--- src/rtl/cra_pkg.sv ---
package cra_pkg;
  // Register selected by a bus address
  typedef enum logic [1:0] {
    REG_LOCK = 2'd0,
    REG_STAT = 2'd1,
    REG_WIN  = 2'd2,
    REG_NONE = 2'd3
  } cra_reg_e;

  // Status register layout
  localparam int STAT_WDONE = 0;
  localparam int STAT_RDONE = 1;
  localparam int STAT_BITS  = 2;
endpackage

--- src/rtl/cra_decode.sv ---
module cra_decode
  import cra_pkg::*;
#(
  parameter int ADDR_W   = 8,
  parameter int IDX_W    = 7,
  parameter int LOCK_OFS = 0,
  parameter int STAT_OFS = 1
) (
  input  logic [ADDR_W-1:0] addr,
  output cra_reg_e          kind,
  output logic [IDX_W-1:0]  idx
);
  localparam logic [ADDR_W-1:0] LOCK_A = ADDR_W'(LOCK_OFS);
  localparam logic [ADDR_W-1:0] STAT_A = ADDR_W'(STAT_OFS);

  // Top address bit opens the codec window; the low bits are the index
  always_comb begin
    if (addr[ADDR_W-1])     kind = REG_WIN;
    else if (addr == LOCK_A) kind = REG_LOCK;
    else if (addr == STAT_A) kind = REG_STAT;
    else                     kind = REG_NONE;
  end

  assign idx = addr[IDX_W-1:0];
endmodule

--- src/rtl/cra_flags.sv ---
module cra_flags
  import cra_pkg::*;
(
  input  logic                 clk,
  input  logic                 rst,
  input  logic                 lock_rd,
  input  logic                 lock_wr,
  input  logic                 lock_wbit,
  input  logic                 stat_wr,
  input  logic [STAT_BITS-1:0] stat_wbits,
  input  logic [STAT_BITS-1:0] stat_set,
  input  logic                 link_done,
  output logic                 lock_q,
  output logic                 lock_view,
  output logic [STAT_BITS-1:0] stat_q
);
  // Lock as seen this cycle: a finishing command frees the link at once
  assign lock_view = lock_q && !link_done;

  always_ff @(posedge clk) begin
    if (rst) begin
      lock_q <= 1'b0;
    end else if (lock_rd) begin
      lock_q <= 1'b1;
    end else if (lock_wr && !lock_wbit) begin
      lock_q <= 1'b0;
    end else begin
      lock_q <= lock_view;
    end
  end

  // Sticky flags: write-one-to-clear, with the set taking priority
  for (genvar g = 0; g < STAT_BITS; g++) begin : g_flag
    always_ff @(posedge clk) begin
      if (rst) begin
        stat_q[g] <= 1'b0;
      end else begin
        stat_q[g] <= (stat_q[g] && !(stat_wr && stat_wbits[g])) || stat_set[g];
      end
    end
  end
endmodule

--- src/rtl/cra_link.sv ---
module cra_link #(
  parameter int IDX_W          = 7,
  parameter int CDATA_W        = 16,
  parameter int TIMEOUT_FRAMES = 4
) (
  input  logic               clk,
  input  logic               rst,
  input  logic               issue_wr,
  input  logic               issue_rd,
  input  logic [IDX_W-1:0]   issue_idx,
  input  logic [CDATA_W-1:0] issue_data,
  input  logic               frame_sync,
  input  logic               rsp_valid,
  input  logic [IDX_W-1:0]   rsp_addr,
  input  logic [CDATA_W-1:0] rsp_data,
  output logic               busy,
  output logic               wr_done,
  output logic               rd_done,
  output logic               tmo_hit,
  output logic [CDATA_W-1:0] cap_data,
  output logic               cmd_valid,
  output logic               cmd_rd,
  output logic [IDX_W-1:0]   cmd_addr,
  output logic [CDATA_W-1:0] cmd_data
);
  localparam int FW = $clog2(TIMEOUT_FRAMES + 1);
  localparam logic [FW-1:0] LAST_FRAME = FW'(TIMEOUT_FRAMES - 1);

  logic             is_rd;
  logic [IDX_W-1:0] idx_q;
  logic [FW-1:0]    frames;
  logic             match;

  // A reply counts only for the index that is outstanding
  assign match   = busy && is_rd && rsp_valid && (rsp_addr == idx_q);
  assign tmo_hit = busy && is_rd && !match && frame_sync && (frames == LAST_FRAME);
  assign wr_done = busy && !is_rd && frame_sync;
  assign rd_done = match || tmo_hit;

  always_ff @(posedge clk) begin
    if (rst) begin
      busy      <= 1'b0;
      is_rd     <= 1'b0;
      idx_q     <= '0;
      frames    <= '0;
      cmd_valid <= 1'b0;
      cmd_rd    <= 1'b0;
      cmd_addr  <= '0;
      cmd_data  <= '0;
    end else begin
      cmd_valid <= issue_wr || issue_rd;
      if (issue_wr || issue_rd) begin
        busy     <= 1'b1;
        is_rd    <= issue_rd;
        idx_q    <= issue_idx;
        frames   <= '0;
        cmd_rd   <= issue_rd;
        cmd_addr <= issue_idx;
        cmd_data <= issue_rd ? '0 : issue_data;
      end else if (wr_done || rd_done) begin
        busy <= 1'b0;
      end else if (busy && frame_sync) begin
        frames <= frames + 1'b1;
      end
    end
  end

  // Capture register: reply data, or the all-ones timeout value
  always_ff @(posedge clk) begin
    if (rst) begin
      cap_data <= '0;
    end else if (match) begin
      cap_data <= rsp_data;
    end else if (tmo_hit) begin
      cap_data <= '1;
    end
  end
endmodule

--- src/rtl/codec_reg_seq.sv ---
module codec_reg_seq
  import cra_pkg::*;
#(
  parameter int ADDR_W         = 8,
  parameter int BUS_W          = 32,
  parameter int IDX_W          = 7,
  parameter int CDATA_W        = 16,
  parameter int TIMEOUT_FRAMES = 4,
  parameter int LOCK_OFS       = 0,
  parameter int STAT_OFS       = 1
) (
  input  logic               clk,
  input  logic               rst,
  input  logic               bus_sel,
  input  logic               bus_wr,
  input  logic [ADDR_W-1:0]  bus_addr,
  input  logic [BUS_W-1:0]   bus_wdata,
  output logic               bus_ack,
  output logic [BUS_W-1:0]   bus_rdata,
  output logic               cmd_valid,
  output logic               cmd_rd,
  output logic [IDX_W-1:0]   cmd_addr,
  output logic [CDATA_W-1:0] cmd_data,
  input  logic               frame_sync,
  input  logic               rsp_valid,
  input  logic [IDX_W-1:0]   rsp_addr,
  input  logic [CDATA_W-1:0] rsp_data
);
  cra_reg_e             kind;
  logic [IDX_W-1:0]     idx;
  logic                 acc;
  logic                 lock_rd;
  logic                 lock_wr;
  logic                 stat_wr;
  logic                 win_wr;
  logic                 win_rd;
  logic                 busy;
  logic                 wr_done;
  logic                 rd_done;
  logic                 tmo_hit;
  logic [CDATA_W-1:0]   cap_data;
  logic                 lock_q;
  logic                 lock_view;
  logic [STAT_BITS-1:0] stat_q;
  logic [STAT_BITS-1:0] stat_set;
  logic [BUS_W-1:0]     rd_mux;
  logic                 unused_wdata;

  assign unused_wdata = ^bus_wdata[BUS_W-1:CDATA_W];

  cra_decode #(
    .ADDR_W  (ADDR_W),
    .IDX_W   (IDX_W),
    .LOCK_OFS(LOCK_OFS),
    .STAT_OFS(STAT_OFS)
  ) u_dec (
    .addr(bus_addr),
    .kind(kind),
    .idx (idx)
  );

  // Register accesses always go through; window accesses wait for the link
  assign acc     = bus_sel && !bus_ack && ((kind != REG_WIN) || !busy);
  assign lock_rd = acc && !bus_wr && (kind == REG_LOCK);
  assign lock_wr = acc &&  bus_wr && (kind == REG_LOCK);
  assign stat_wr = acc &&  bus_wr && (kind == REG_STAT);
  assign win_wr  = acc &&  bus_wr && (kind == REG_WIN);
  assign win_rd  = acc && !bus_wr && (kind == REG_WIN);

  cra_link #(
    .IDX_W         (IDX_W),
    .CDATA_W       (CDATA_W),
    .TIMEOUT_FRAMES(TIMEOUT_FRAMES)
  ) u_link (
    .clk       (clk),
    .rst       (rst),
    .issue_wr  (win_wr),
    .issue_rd  (win_rd),
    .issue_idx (idx),
    .issue_data(bus_wdata[CDATA_W-1:0]),
    .frame_sync(frame_sync),
    .rsp_valid (rsp_valid),
    .rsp_addr  (rsp_addr),
    .rsp_data  (rsp_data),
    .busy      (busy),
    .wr_done   (wr_done),
    .rd_done   (rd_done),
    .tmo_hit   (tmo_hit),
    .cap_data  (cap_data),
    .cmd_valid (cmd_valid),
    .cmd_rd    (cmd_rd),
    .cmd_addr  (cmd_addr),
    .cmd_data  (cmd_data)
  );

  always_comb begin
    stat_set             = '0;
    stat_set[STAT_WDONE] = wr_done;
    stat_set[STAT_RDONE] = rd_done;
  end

  cra_flags u_flags (
    .clk       (clk),
    .rst       (rst),
    .lock_rd   (lock_rd),
    .lock_wr   (lock_wr),
    .lock_wbit (bus_wdata[0]),
    .stat_wr   (stat_wr),
    .stat_wbits(bus_wdata[STAT_BITS-1:0]),
    .stat_set  (stat_set),
    .link_done (wr_done || rd_done),
    .lock_q    (lock_q),
    .lock_view (lock_view),
    .stat_q    (stat_q)
  );

  // Read data selection; writes return zero
  always_comb begin
    rd_mux = '0;
    if (!bus_wr) begin
      unique case (kind)
        REG_LOCK: rd_mux[0]                 = lock_view;
        REG_STAT: rd_mux[STAT_BITS-1:0]     = stat_q;
        REG_WIN:  rd_mux[CDATA_W-1:0]       = cap_data;
        default:  rd_mux                    = '0;
      endcase
    end
  end

  always_ff @(posedge clk) begin
    if (rst) begin
      bus_ack   <= 1'b0;
      bus_rdata <= '0;
    end else begin
      bus_ack <= acc;
      if (acc) begin
        bus_rdata <= rd_mux;
      end
    end
  end
endmodule

--- config.mk ---
export PLATFORM = sky130hd
export DESIGN_NAME = codec_reg_seq
export DESIGN_NICKNAME = d
export VERILOG_FILES = /design/src/rtl/cra_pkg.sv /design/src/rtl/cra_decode.sv /design/src/rtl/cra_flags.sv /design/src/rtl/cra_link.sv /design/src/rtl/codec_reg_seq.sv
export SDC_FILE = /design/constraint.sdc
export NUM_CORES = 1
export LEC_CHECK = 0
export BUFFER_PORTS_ARGS = -buffer_cell sky130_fd_sc_hd__buf_4
export CORE_MARGIN = 10
export CORE_UTILIZATION = 50
export CTS_CLUSTER_SIZE = 25
export DETAILED_ROUTE_END_ITERATION = 6
export GPL_ROUTABILITY_DRIVEN = 0
export HOLD_SLACK_MARGIN = 0.02
export PLACE_DENSITY = 0.94
export SYNTH_ARGS = -nofsm -noshare
export SYNTH_HDL_FRONTEND = slang
export SYNTH_SLANG_ARGS = --single-unit
--- constraint.sdc ---
create_clock -name clk -period 4.07 [get_ports clk]
set_input_delay 0.6105 -clock clk [delete_from_list [all_inputs] [get_ports clk]]
set_output_delay 0.6105 -clock clk [all_outputs]
set_load 0.02 [all_outputs]
==> results_tabular.tex, run 1 <==
\begin{tabular}{lr}
\hline
Metric & Value \\
\hline
\multicolumn{2}{l}{\textbf{GRT}} \\
Antenna violations before repair & 0 \\
Sum of overflow across all layers after global routing & 0 \\
First-pass GRT wire length & 11860 um \\
Via count of the first global-routing pass & 2525 \\
Total global routing track utilization & 16.61\% \\
Maximum number of pins on one net before global-route repair & 68 \\
\multicolumn{2}{l}{\textbf{Floorplanning}} \\
Area of the die & 8755 sq um \\
Die X & 93.57 um \\
Core Region & 5172 sq um \\
Starting density of the core & 52.32\% \\
Standard-cell rows & 26 \\
Height of the die & 93.57 um \\
Number of top-level design ports & 127 \\
\multicolumn{2}{l}{\textbf{Logic synthesis}} \\
Most instantiated flip-flop cell in the synthesis netlist & sky130\_fd\_sc\_hd\_\_dfxtp\_1 \\
Number of register bits inferred by synthesis & 65 \\
Share of the synthesized netlist area taken by xor and xnor gates & 2.589\% \\
Avg Synthesized Cell Area & 8.564 sq um \\
Count of synthesis-stage warnings from yosys & 0 \\
Async S/R FF share, synth & 0\% \\
Unique cell type count in the Yosys netlist & 39 \\
Area of the mapped netlist & 2706 sq um \\
Adder and majority cell fraction of the synthesized area & 2.312\% \\
Number of flops mapped to enable cells by yosys & 0 \\
Post-Syn Instances & 316 \\
Mux share of post-synthesis cell area & 0.3699\% \\
Post-synthesis compound-gate area fraction & 11.47\% \\
Simple-gate share of the synthesized area & 26.49\% \\
Sequential area share after synthesis & 48.08\% \\
Dominant combinational cell family by area after synthesis & simple AND/OR/NAND/NOR gates \\
\multicolumn{2}{l}{\textbf{Clock tree}} \\
TritonCTS clock tree & built \\
Number of H-tree levels & 3 \\
Number of buffers on the longest clock path & 2 \\
Post-cts hold buffer count & 0 \\
TritonCTS buffer count & 9 \\
Buffer type at the clock tree root & sky130\_fd\_sc\_hd\_\_clkbuf\_8 \\
Count of clock tree sinks & 65 \\
PostCTS Resize Cnt & 0 \\
Number of post-CTS setup repair buffers & 0 \\
Clock slew seen by the registers of the worst setup and hold paths & 70 ps \\
Worst-Skew Late Latency & 330 ps \\
\multicolumn{2}{l}{\textbf{STA}} \\
Part of the cycle the worst path needs & 65.39\% \\
Number of setup violations in the final report & 0 \\
Slew at the pin closest to its max-slew limit & 899.7 ps \\
Minimum clock period after layout & 2661 ps \\
Setup TNS Final & 0 ps \\
Timing-limited maximum frequency & 375.7 MHz \\
Hold Violations, Final & 0 \\
Headroom to the max-slew limit & 39.75\% \\
Worst clock skew & 9.715 ps \\
RSZ-0062 raised after global routing & no \\
Pins over their slew limit & 0 \\
Min setup slack post-route & 1409 ps \\
Hold slack final & 455.5 ps \\
\multicolumn{2}{l}{\textbf{Finish}} \\
Most common cell after layout, fill and taps aside & sky130\_fd\_sc\_hd\_\_buf\_4 \\
Area growth syn-to-layout & 32.13\% \\
Leading cell types in the layout, fill and taps excluded & 96 x sky130\_fd\_sc\_hd\_\_buf\_4, 65 x sky130\_fd\_sc\_hd\_\_dfxtp\_1, 52 x sky130\_fd\_sc\_hd\_\_nor2\_1 \\
Post-layout nets & 476 \\
Share of final-layout standard cells stronger than drive strength 1 & 30.47\% \\
Diodes inserted & 0 \\
\multicolumn{2}{l}{\textbf{Setup path}} \\
Worst r2r src & u\_link.is\_rd\$\_SDFFE\_PP0P\_ \\
Critical Setup Path Class & in2reg \\
Maximum net fanout on the critical path & 25 \\
Setup crit end kind & flip-flop \\
CP startpoint kind & input port \\
Worst EP required & 4260 ps \\
Worst path arrival time & 2850 ps \\
Launch point of the critical path & bus\_addr[4] \\
\multicolumn{2}{l}{\textbf{Worst hold path}} \\
Beginning of the worst hold path & u\_link.cmd\_data[7]\$\_SDFFE\_PP0P\_ \\
Worst Hold Class & reg2reg \\
\multicolumn{2}{l}{\textbf{Route}} \\
Final Routed Wirelength & 7309 um \\
Average detailed-routed wire length per instance & 15.32 um \\
Drt first pass iters & 4 \\
Vias after detailed routing & 2437 \\
Count of unresolved DRC violations after routing & 0 \\
ANT nets after route & 0 \\
Number of DRC markers after the initial detailed-route iteration & 119 \\
Post-DR vias/cell & 5.109 \\
\multicolumn{2}{l}{\textbf{Placed design}} \\
Setup slack at placement & 1003 ps \\
HPWL after DPL & 5414 um \\
IO buf count & 94 \\
\multicolumn{2}{l}{\textbf{Outcome}} \\
Result of the run & finished clean \\
\multicolumn{2}{l}{\textbf{Power}} \\
Power Density & 392.1 nW/um\^{}2 \\
Total Power & 1.402 mW \\
Worst vdd rail ir drop & 0.0002405 V \\
P\_leak & 1.495 nW \\
\multicolumn{2}{l}{\textbf{Job}} \\
Max\_cap viols & 0 \\
\hline
\end{tabular}
final cells by class:
class                   instances  area, sq um
fillers                       440         1597
flip-flops and latches         65         1301
multi-input cells             227         1235
repair buffers                 96        720.7
clock buffers                  11        141.4
well taps                      70        87.58
clock inverters                 5        78.83
inverters                       3        11.26
layer usage:
metal / GRT usage [%] / wire length (um)
met3: 8.713 / 895
met5: 0 / 0
met4: 6.076 / 17
met1: 17.52 / 2842
met2: 27.67 / 3554
kinds of logic (layout without fill, tap and decap cells):
logic type | after synthesis | after routing
and+or+nand+nor | 147 | 147
DFF | 65 | 65
AOI/OAI and AO/OA | 50 | 50
buffers and inverters | 39 | 115
xor gates and xnor gates | 8 | 8
adders and majority gates | 5 | 5
other | 1 | 16
muxes | 1 | 1
registers in the layout (all words and copies together) (netlist names):
name	flops
bus_rdata	16
u_link.cap_data	16
u_link.cmd_data	16
u_link.idx_q	7
u_link.frames	3
u_flags.stat_q	2
bus_ack	1
u_flags.lock_q	1
u_link.busy	1
u_link.cmd_valid	1
u_link.is_rd	1
Yosys cell counts (2+ instances only):
library cell | number | share of area [%]
sky130_fd_sc_hd__dfxtp_1 | 65 | 48
sky130_fd_sc_hd__nor2_1 | 52 | 7.2
sky130_fd_sc_hd__nand2_1 | 37 | 5.1
sky130_fd_sc_hd__a21oi_1 | 28 | 5.2
sky130_fd_sc_hd__buf_4 | 16 | 4.4
sky130_fd_sc_hd__nand3_1 | 16 | 3.0
sky130_fd_sc_hd__a22oi_1 | 15 | 4.2
sky130_fd_sc_hd__clkbuf_1 | 14 | 1.9
sky130_fd_sc_hd__nor3_1 | 12 | 2.2
sky130_fd_sc_hd__nor3_2 | 8 | 3.0
sky130_fd_sc_hd__xor2_1 | 7 | 2.3
sky130_fd_sc_hd__ha_1 | 5 | 2.3
sky130_fd_sc_hd__buf_1 | 3 | 0.42
sky130_fd_sc_hd__inv_1 | 3 | 0.42
sky130_fd_sc_hd__nand3b_1 | 3 | 0.83
sky130_fd_sc_hd__nand4_1 | 3 | 0.69
sky130_fd_sc_hd__nor4_1 | 3 | 0.69
sky130_fd_sc_hd__a211oi_1 | 2 | 0.55
sky130_fd_sc_hd__nor4b_1 | 2 | 0.65
sky130_fd_sc_hd__o41ai_1 | 2 | 0.65
sky130_fd_sc_hd__or4_1 | 2 | 0.55
final timing paths:
| check | end | slack (ps) | depth (start not counted) |
|---|---|---|---|
| worst min-delay path | u_link.cmd_data[7]$_SDFFE_PP0P_ | 460 | 2 |
| worst min register to register | u_link.cmd_data[7]$_SDFFE_PP0P_ | 460 | 2 |
| worst max-delay path | u_link.idx_q[3]$_SDFFE_PP0P_ | 1410 | 10 |
| worst max register to register | u_flags.lock_q$_SDFF_PP0_ | 1800 | 5 |
per-stage QoR:
step / instances / utilization, % / area (sq um)
finish: 477 / 69.13 / 3576
detailed placement: 461 / 64.88 / 3356
CTS: 477 / 69.13 / 3576
floorplan: 331 / - / 2763
global placement: 461 / 64.88 / 3356
global route: 477 / 69.13 / 3576
worst max-delay path, cell delays in order:
cell and delay, ps:
sky130_fd_sc_hd__buf_4 120, sky130_fd_sc_hd__nor4_1 310, sky130_fd_sc_hd__nand2_1 210, sky130_fd_sc_hd__or2_2 340, sky130_fd_sc_hd__nor2b_1 170, sky130_fd_sc_hd__inv_1 70, sky130_fd_sc_hd__ha_1 150, sky130_fd_sc_hd__nand2_1 490
sky130_fd_sc_hd__nand2_1 280, sky130_fd_sc_hd__a21oi_1 100
power breakdown:
group / switching (mW) / internal, mW / total, mW
Sequential: 0.00924 / 0.647 / 0.657
Clock: 0.238 / 0.361 / 0.598
Combinational: 0.0871 / 0.0599 / 0.147
Total: 0.334 / 1.07 / 1.40
No activity file was read; power rests on OpenSTA's default activity.
==> run 2, diff against run 1 <==
- CORE_UTILIZATION: 50 -> 42
- PLACE_DENSITY: 0.94 -> 0.85
- clock period: 4.07 -> 2.4 ns (I/O delays scaled with it)
==> results_tabular.tex, run 2 (synthesis results as in run 1) <==
\begin{tabular}{lr}
\hline
Metric & Value \\
\hline
\multicolumn{2}{l}{\textbf{GRT}} \\
Via count of the first global-routing pass & 2527 (was 2525) \\
Maximum number of pins on one net before global-route repair & 45 (was 68) \\
First-pass GRT wire length & 11850 um (was 11860 um) \\
Antenna violations before repair & 0 (unchanged) \\
Sum of overflow across all layers after global routing & 0 (unchanged) \\
Total global routing track utilization & 14.36\% (was 16.61\%) \\
\multicolumn{2}{l}{\textbf{Clock tree}} \\
Count of clock tree sinks & 65 (unchanged) \\
Post-cts hold buffer count & 0 (unchanged) \\
Number of H-tree levels & 3 (unchanged) \\
Number of buffers on the longest clock path & 2 (unchanged) \\
Clock slew seen by the registers of the worst setup and hold paths & 70 ps (about the same) \\
Buffer type at the clock tree root & sky130\_fd\_sc\_hd\_\_clkbuf\_8 (unchanged) \\
Number of post-CTS setup repair buffers & 0 (unchanged) \\
PostCTS Resize Cnt & 0 (unchanged) \\
Worst-Skew Late Latency & 330 ps (about the same) \\
TritonCTS buffer count & 9 (unchanged) \\
TritonCTS clock tree & built (unchanged) \\
\multicolumn{2}{l}{\textbf{Placed design}} \\
IO buf count & 94 (unchanged) \\
HPWL after DPL & 5513 um (was 5414 um) \\
Number of instances in the placed design & 475 (was 461) \\
\multicolumn{2}{l}{\textbf{Floorplanning}} \\
Standard-cell rows & 29 (was 26) \\
Die X & 100.3 um (was 93.57 um) \\
Starting density of the core & 42.87\% (was 52.32\%) \\
Height of the die & 100.3 um (was 93.57 um) \\
Core Region & 6314 sq um (was 5172 sq um) \\
Number of top-level design ports & 127 (unchanged) \\
Area of the die & 10050 sq um (was 8755 sq um) \\
\multicolumn{2}{l}{\textbf{Route}} \\
Vias after detailed routing & 2456 (was 2437) \\
Post-DR vias/cell & 5.012 (was 5.109) \\
ANT nets after route & 0 (unchanged) \\
Final Routed Wirelength & 7369 um (was 7309 um) \\
Drt first pass iters & 5 (was 4) \\
Count of unresolved DRC violations after routing & 0 (unchanged) \\
Average detailed-routed wire length per instance & 15.04 um (was 15.32 um) \\
Number of DRC markers after the initial detailed-route iteration & 65 (was 119) \\
\multicolumn{2}{l}{\textbf{Finish}} \\
Leading cell types in the layout, fill and taps excluded & 102 x sky130\_fd\_sc\_hd\_\_buf\_4, 65 x sky130\_fd\_sc\_hd\_\_dfxtp\_1, 52 x sky130\_fd\_sc\_hd\_\_nor2\_1 (was 96 x sky130\_fd\_sc\_hd\_\_buf\_4, 65 x sky130\_fd\_sc\_hd\_\_dfxtp\_1, 52 x sky130\_fd\_sc\_hd\_\_nor2\_1) \\
Combined flip-flop and latch cell area & 1301 sq um (unchanged) \\
Share of the core filled with cells & 57.41\% (was 69.13\%) \\
Filler cell count & 585 (was 440) \\
Area taken by multi-input logic gates & 1235 sq um (unchanged) \\
Non-filler instance count after layout & 490 (was 477) \\
Share of final-layout standard cells stronger than drive strength 1 & 31.48\% (was 30.47\%) \\
Diodes inserted & 0 (unchanged) \\
Most common cell after layout, fill and taps aside & sky130\_fd\_sc\_hd\_\_buf\_4 (unchanged) \\
Registers with the most flip-flops & bus\_rdata x16, u\_link.cap\_data x16, u\_link.cmd\_data x16 (unchanged) \\
Post-layout nets & 483 (was 476) \\
Area growth syn-to-layout & 33.93\% (was 32.13\%) \\
\multicolumn{2}{l}{\textbf{STA}} \\
Hold slack final & 268.5 ps (was 455.5 ps) \\
RSZ-0062 raised after global routing & no (unchanged) \\
Part of the cycle the worst path needs & 79.85\% \\
Setup TNS Final & 0 ps (unchanged) \\
Pins over their slew limit & 0 (unchanged) \\
Hold Violations, Final & 0 (unchanged) \\
Worst clock skew & 6.578 ps (was 9.715 ps) \\
Headroom to the max-slew limit & 59.06\% (was 39.75\%) \\
Slew at the pin closest to its max-slew limit & 612.6 ps (was 899.7 ps) \\
Minimum clock period after layout & 1916 ps \\
Number of setup violations in the final report & 0 (unchanged) \\
Timing-limited maximum frequency & 521.8 MHz \\
\multicolumn{2}{l}{\textbf{Setup path}} \\
Maximum net fanout on the critical path & 22 (was 25) \\
Worst EP required & 2650 ps (was 4260 ps) \\
CP startpoint kind & input port (unchanged) \\
Critical Setup Path Class & in2reg (unchanged) \\
Setup crit end kind & flip-flop (unchanged) \\
Cells along the critical path & buf\_4, nor4\_1, nand2\_1, or2\_2, nor2b\_1, inv\_1, ha\_1, and2\_1, buf\_12, nand3\_1, a21oi\_1 (was buf\_4, nor4\_1, nand2\_1, or2\_2, nor2b\_1, inv\_1, ha\_1, nand2\_1, nand2\_1, a21oi\_1) \\
Worst path arrival time & 2160 ps (was 2850 ps) \\
Highest cell delay on the worst timing path & 310 ps (was 490 ps) \\
Crit path max-delay cell type & sky130\_fd\_sc\_hd\_\_or2\_2 (was sky130\_fd\_sc\_hd\_\_nand2\_1) \\
Buffers and inverters on the worst path & 3 (was 2) \\
Critical path's top delay family & simple AND/OR/NAND/NOR gates (unchanged) \\
\multicolumn{2}{l}{\textbf{Job}} \\
Max\_cap viols & 0 (unchanged) \\
\multicolumn{2}{l}{\textbf{Power}} \\
Worst vdd rail ir drop & 0.0003988 V (was 0.0002405 V) \\
Power Density & 631.7 nW/um\^{}2 (was 392.1 nW/um\^{}2) \\
Sequential power share & 48.6\% (was 46.8\%) \\
Switching power as a share of total power & 24.15\% (was 23.83\%) \\
Internal power summed over all cells & 1.737 mW (was 1.068 mW) \\
P\_leak & 1.522 nW (was 1.495 nW) \\
Total Power & 2.290 mW (was 1.402 mW) \\
Combinational fraction of design power & 11.4\% (was 10.5\%) \\
Net load switching power & 553.0 uW (was 334.1 uW) \\
Part of the total power dissipated in the clock network & 40.0\% (was 42.7\%) \\
\multicolumn{2}{l}{\textbf{Worst hold path}} \\
Worst Hold Class & in2reg (was reg2reg) \\
\multicolumn{2}{l}{\textbf{Outcome}} \\
Result of the run & finished clean (unchanged) \\
\hline
\end{tabular}
run 2: worst paths after layout:
check,startpoint,to,slack [ps],cells past startpoint
worst min-delay path,rsp_data[11],u_link.cap_data[11]$_SDFFE_PP0P_,270,3
worst max register to register,u_link.frames[0]$_SDFFE_PP0P_,u_flags.lock_q$_SDFF_PP0_,500,7
worst max-delay path,bus_addr[4],u_link.cmd_data[12]$_SDFFE_PP0P_,480,11
worst min register to register,u_link.cmd_data[3]$_SDFFE_PP0P_,u_link.cmd_data[3]$_SDFFE_PP0P_,460,2
run 2: metrics by stage:
step	setup slack, ps	instance area (sq um)
after global placement	202.3	3430
final	483.6	3625
after global routing	322.0	3625
after detailed placement	121.4	3430
after floorplan	149.7	2763
after CTS	472.5	3625
run 2: cell type report:
class,instances,share of cell area [%]
repair buffers,103,21.68
well taps,77,2.658
clock buffers,12,4.280
clock inverters,3,1.105
flip-flops and latches,65,35.90
inverters,3,0.3107
multi-input cells,227,34.07
run 2: worst reg2reg max path, cell delays in order, from the launching register on:
cell	delay [ps]
sky130_fd_sc_hd__dfxtp_1	320
sky130_fd_sc_hd__ha_1	200
sky130_fd_sc_hd__ha_1	190
sky130_fd_sc_hd__nand4_1	120
sky130_fd_sc_hd__o21ai_2	60
sky130_fd_sc_hd__buf_4	200
sky130_fd_sc_hd__or4b_2	650
sky130_fd_sc_hd__o41ai_1	70
run 2: power groups by stage:
stage	logic (mW)	registers (mW)	clock network, mW
floorplan	0.127	1.16	0
global placement	0.257	1.14	0
detailed placement	0.261	1.14	0
CTS	0.262	1.11	0.940
global route	0.283	1.11	0.992
finish	0.262	1.11	0.915
run 2: per-layer routing:
layer  GRT usage, %  routed length [um]
met1          16.46                3040
met2          23.34                3505
met3          5.426                 777
met4          6.196                  46
met5              0                   0
==> run 3, diff against run 2 <==
- CORE_UTILIZATION: 42 -> 46
- PLACE_DENSITY: 0.85 -> 0.88
- clock period: 2.4 -> 1.9 ns (I/O delays scaled with it)
==> results_tabular.tex, run 3 (synthesis results as in run 1) <==
\begin{tabular}{lr}
\hline
Metric & Value \\
\hline
\multicolumn{2}{l}{\textbf{Finish}} \\
Area growth syn-to-layout & 37.82\% (was 33.93\%) \\
Leading cell types in the layout, fill and taps excluded & 112 x sky130\_fd\_sc\_hd\_\_buf\_4, 65 x sky130\_fd\_sc\_hd\_\_dfxtp\_1, 52 x sky130\_fd\_sc\_hd\_\_nor2\_1 (was 102 x sky130\_fd\_sc\_hd\_\_buf\_4, 65 x sky130\_fd\_sc\_hd\_\_dfxtp\_1, 52 x sky130\_fd\_sc\_hd\_\_nor2\_1) \\
Share of final-layout standard cells stronger than drive strength 1 & 33.57\% (was 31.48\%) \\
Diodes inserted & 0 (unchanged) \\
Most common cell after layout, fill and taps aside & sky130\_fd\_sc\_hd\_\_buf\_4 (unchanged) \\
Non-filler instance count after layout & 495 (was 490) \\
Registers with the most flip-flops & bus\_rdata x16, u\_link.cap\_data x16, u\_link.cmd\_data x16 (unchanged) \\
Post-layout nets & 493 (was 483) \\
Share of the core filled with cells & 66.51\% (was 57.41\%) \\
\multicolumn{2}{l}{\textbf{Route}} \\
Drt first pass iters & 4 (was 5) \\
Post-DR vias/cell & 5.073 (was 5.012) \\
Number of DRC markers after the initial detailed-route iteration & 90 (was 65) \\
Final Routed Wirelength & 7616 um (was 7369 um) \\
Count of unresolved DRC violations after routing & 0 (unchanged) \\
Average detailed-routed wire length per instance & 15.39 um (was 15.04 um) \\
Vias after detailed routing & 2511 (was 2456) \\
ANT nets after route & 0 (unchanged) \\
\multicolumn{2}{l}{\textbf{Clock tree}} \\
Clock slew seen by the registers of the worst setup and hold paths & 70 ps (about the same) \\
Number of H-tree levels & 3 (unchanged) \\
TritonCTS buffer count & 9 (unchanged) \\
Number of buffers on the longest clock path & 2 (unchanged) \\
TritonCTS clock tree & built (unchanged) \\
Count of clock tree sinks & 65 (unchanged) \\
Buffer type at the clock tree root & sky130\_fd\_sc\_hd\_\_clkbuf\_8 (unchanged) \\
Worst-Skew Late Latency & 340 ps (was 330 ps) \\
\multicolumn{2}{l}{\textbf{Power}} \\
Net load switching power & 706.9 uW (was 553.0 uW) \\
Power Density & 826.5 nW/um\^{}2 (was 631.7 nW/um\^{}2) \\
Internal power summed over all cells & 2.376 mW (was 1.737 mW) \\
Total Power & 3.083 mW (was 2.290 mW) \\
Combinational fraction of design power & 11.1\% (was 11.4\%) \\
P\_leak & 1.586 nW (was 1.522 nW) \\
Part of the total power dissipated in the clock network & 43.4\% (was 40.0\%) \\
Sequential power share & 45.5\% (was 48.6\%) \\
Worst vdd rail ir drop & 0.0005842 V (was 0.0003988 V) \\
Switching power as a share of total power & 22.93\% (was 24.15\%) \\
\multicolumn{2}{l}{\textbf{Floorplanning}} \\
Core Region & 5608 sq um (was 6314 sq um) \\
Standard-cell rows & 27 (was 29) \\
Height of the die & 96.71 um (was 100.3 um) \\
Number of top-level design ports & 127 (unchanged) \\
Area of the die & 9352 sq um (was 10050 sq um) \\
Die X & 96.71 um (was 100.3 um) \\
Starting density of the core & 48.26\% (was 42.87\%) \\
\multicolumn{2}{l}{\textbf{STA}} \\
Part of the cycle the worst path needs & 94.66\% \\
Pins over their slew limit & 0 (unchanged) \\
Number of setup violations in the final report & 0 (unchanged) \\
Hold Violations, Final & 0 (unchanged) \\
Worst clock skew & 8.280 ps (was 6.578 ps) \\
Minimum clock period after layout & 1799 ps \\
Timing-limited maximum frequency & 556.0 MHz \\
RSZ-0062 raised after global routing & no (unchanged) \\
Setup TNS Final & 0 ps (unchanged) \\
\multicolumn{2}{l}{\textbf{Setup path}} \\
Critical path's top delay family & simple AND/OR/NAND/NOR gates (unchanged) \\
Maximum net fanout on the critical path & 9 (was 22) \\
Crit path max-delay cell type & sky130\_fd\_sc\_hd\_\_or4\_1 (was sky130\_fd\_sc\_hd\_\_or2\_2) \\
Worst path arrival time & 2050 ps (was 2160 ps) \\
CP startpoint kind & flip-flop (was input port) \\
Critical Setup Path Class & reg2reg (was in2reg) \\
Highest cell delay on the worst timing path & 540 ps (was 310 ps) \\
Setup crit end kind & flip-flop (unchanged) \\
Cells along the critical path & xor2\_1, or4\_1, o21ai\_2, buf\_4, nor2\_1, nor3\_1 (was buf\_4, nor4\_1, nand2\_1, or2\_2, nor2b\_1, inv\_1, ha\_1, and2\_1, buf\_12, nand3\_1, a21oi\_1) \\
Worst EP required & 2150 ps (was 2650 ps) \\
Buffers and inverters on the worst path & 1 (was 3) \\
\multicolumn{2}{l}{\textbf{Outcome}} \\
Result of the run & finished clean (unchanged) \\
\multicolumn{2}{l}{\textbf{Placed design}} \\
IO buf count & 94 (unchanged) \\
HPWL after DPL & 5731 um (was 5513 um) \\
Number of instances in the placed design & 480 (was 475) \\
\multicolumn{2}{l}{\textbf{Worst hold path}} \\
Worst Hold Class & in2reg (unchanged) \\
\multicolumn{2}{l}{\textbf{GRT}} \\
Antenna violations before repair & 0 (unchanged) \\
First-pass GRT wire length & 12280 um (was 11850 um) \\
Sum of overflow across all layers after global routing & 0 (unchanged) \\
Via count of the first global-routing pass & 2550 (was 2527) \\
Total global routing track utilization & 15.49\% (was 14.36\%) \\
Maximum number of pins on one net before global-route repair & 35 (was 45) \\
\multicolumn{2}{l}{\textbf{Job}} \\
Max\_cap viols & 0 (unchanged) \\
\hline
\end{tabular}
[run 3: cell count changes in the layout (fill, tap and decap cells not counted), sizes merged]
cell	previous run	this run
buf	103	113
clkbuf	12	13
bufinv	1	2
clkinv	2	0
[run 3: worst paths after layout]
path / to / start / slack, ps / cells past startpoint
max reg2reg: u_link.cap_data[0]$_SDFFE_PP0P_ / u_link.idx_q[2]$_SDFFE_PP0P_ / 100 / 6
min reg2reg: u_link.cmd_data[13]$_SDFFE_PP0P_ / u_link.cmd_data[13]$_SDFFE_PP0P_ / 450 / 2
min: u_link.cap_data[10]$_SDFFE_PP0P_ / rsp_data[10] / 190 / 3
max: u_link.cap_data[0]$_SDFFE_PP0P_ / u_link.idx_q[2]$_SDFFE_PP0P_ / 100 / 6
[run 3: cell type report]
cell class,count,area [sq um]
inverters,3,11.26
clock inverters,2,60.06
flip-flops and latches,65,1301
fillers,471,1878
repair buffers,113,852.1
clock buffers,13,168.9
well taps,72,90.09
multi-input cells,227,1246
[run 3: power groups by stage]
stage                     registers, mW  logic (mW)  clock network [mW]
after global routing               1.40       0.376                1.41
after global placement             1.43       0.337                   0
after floorplan                    1.46       0.167                   0
after detailed placement           1.43       0.341                   0
final                              1.40       0.343                1.34
after CTS                          1.40       0.343                1.36
[run 3: worst register-to-register path: cells and delay by family (launching register included)]
family / cells / cell delay (ps)
simple gates: 3 / 760
xor+xnor: 1 / 180
buf+inv: 1 / 210
compound gates: 1 / 240
flops: 1 / 330
[run 3: per-layer routing]
metal | vias up | routed length, um | global-route usage, %
met4 | 0 | 71 | 5.411
met2 | 92 | 3796 | 25.82
li1 | 1256 | - | -
met3 | 5 | 648 | 6.813
met1 | 1158 | 3100 | 17.08
met5 | - | 0 | 0
[run 3: stage by stage]
| step | worst slack (ps) | hold WS, ps | instance area [sq um] |
|---|---|---|---|
| floorplan | 16.83 | 421.0 | 2791 |
| global placement | -118.5 | 440.8 | 3497 |
| detailed placement | -157.1 | 447.4 | 3497 |
| CTS | 93.17 | 176.7 | 3726 |
| global route | 2.174 | 196.8 | 3730 |
| finish | 101.4 | 187.4 | 3730 |
[run 3: timing repair]
action,in CTS,in global routing
hold buffers,0,0
setup buffers,0,0
resized for setup,0,1
setup endpoints to repair,0,1
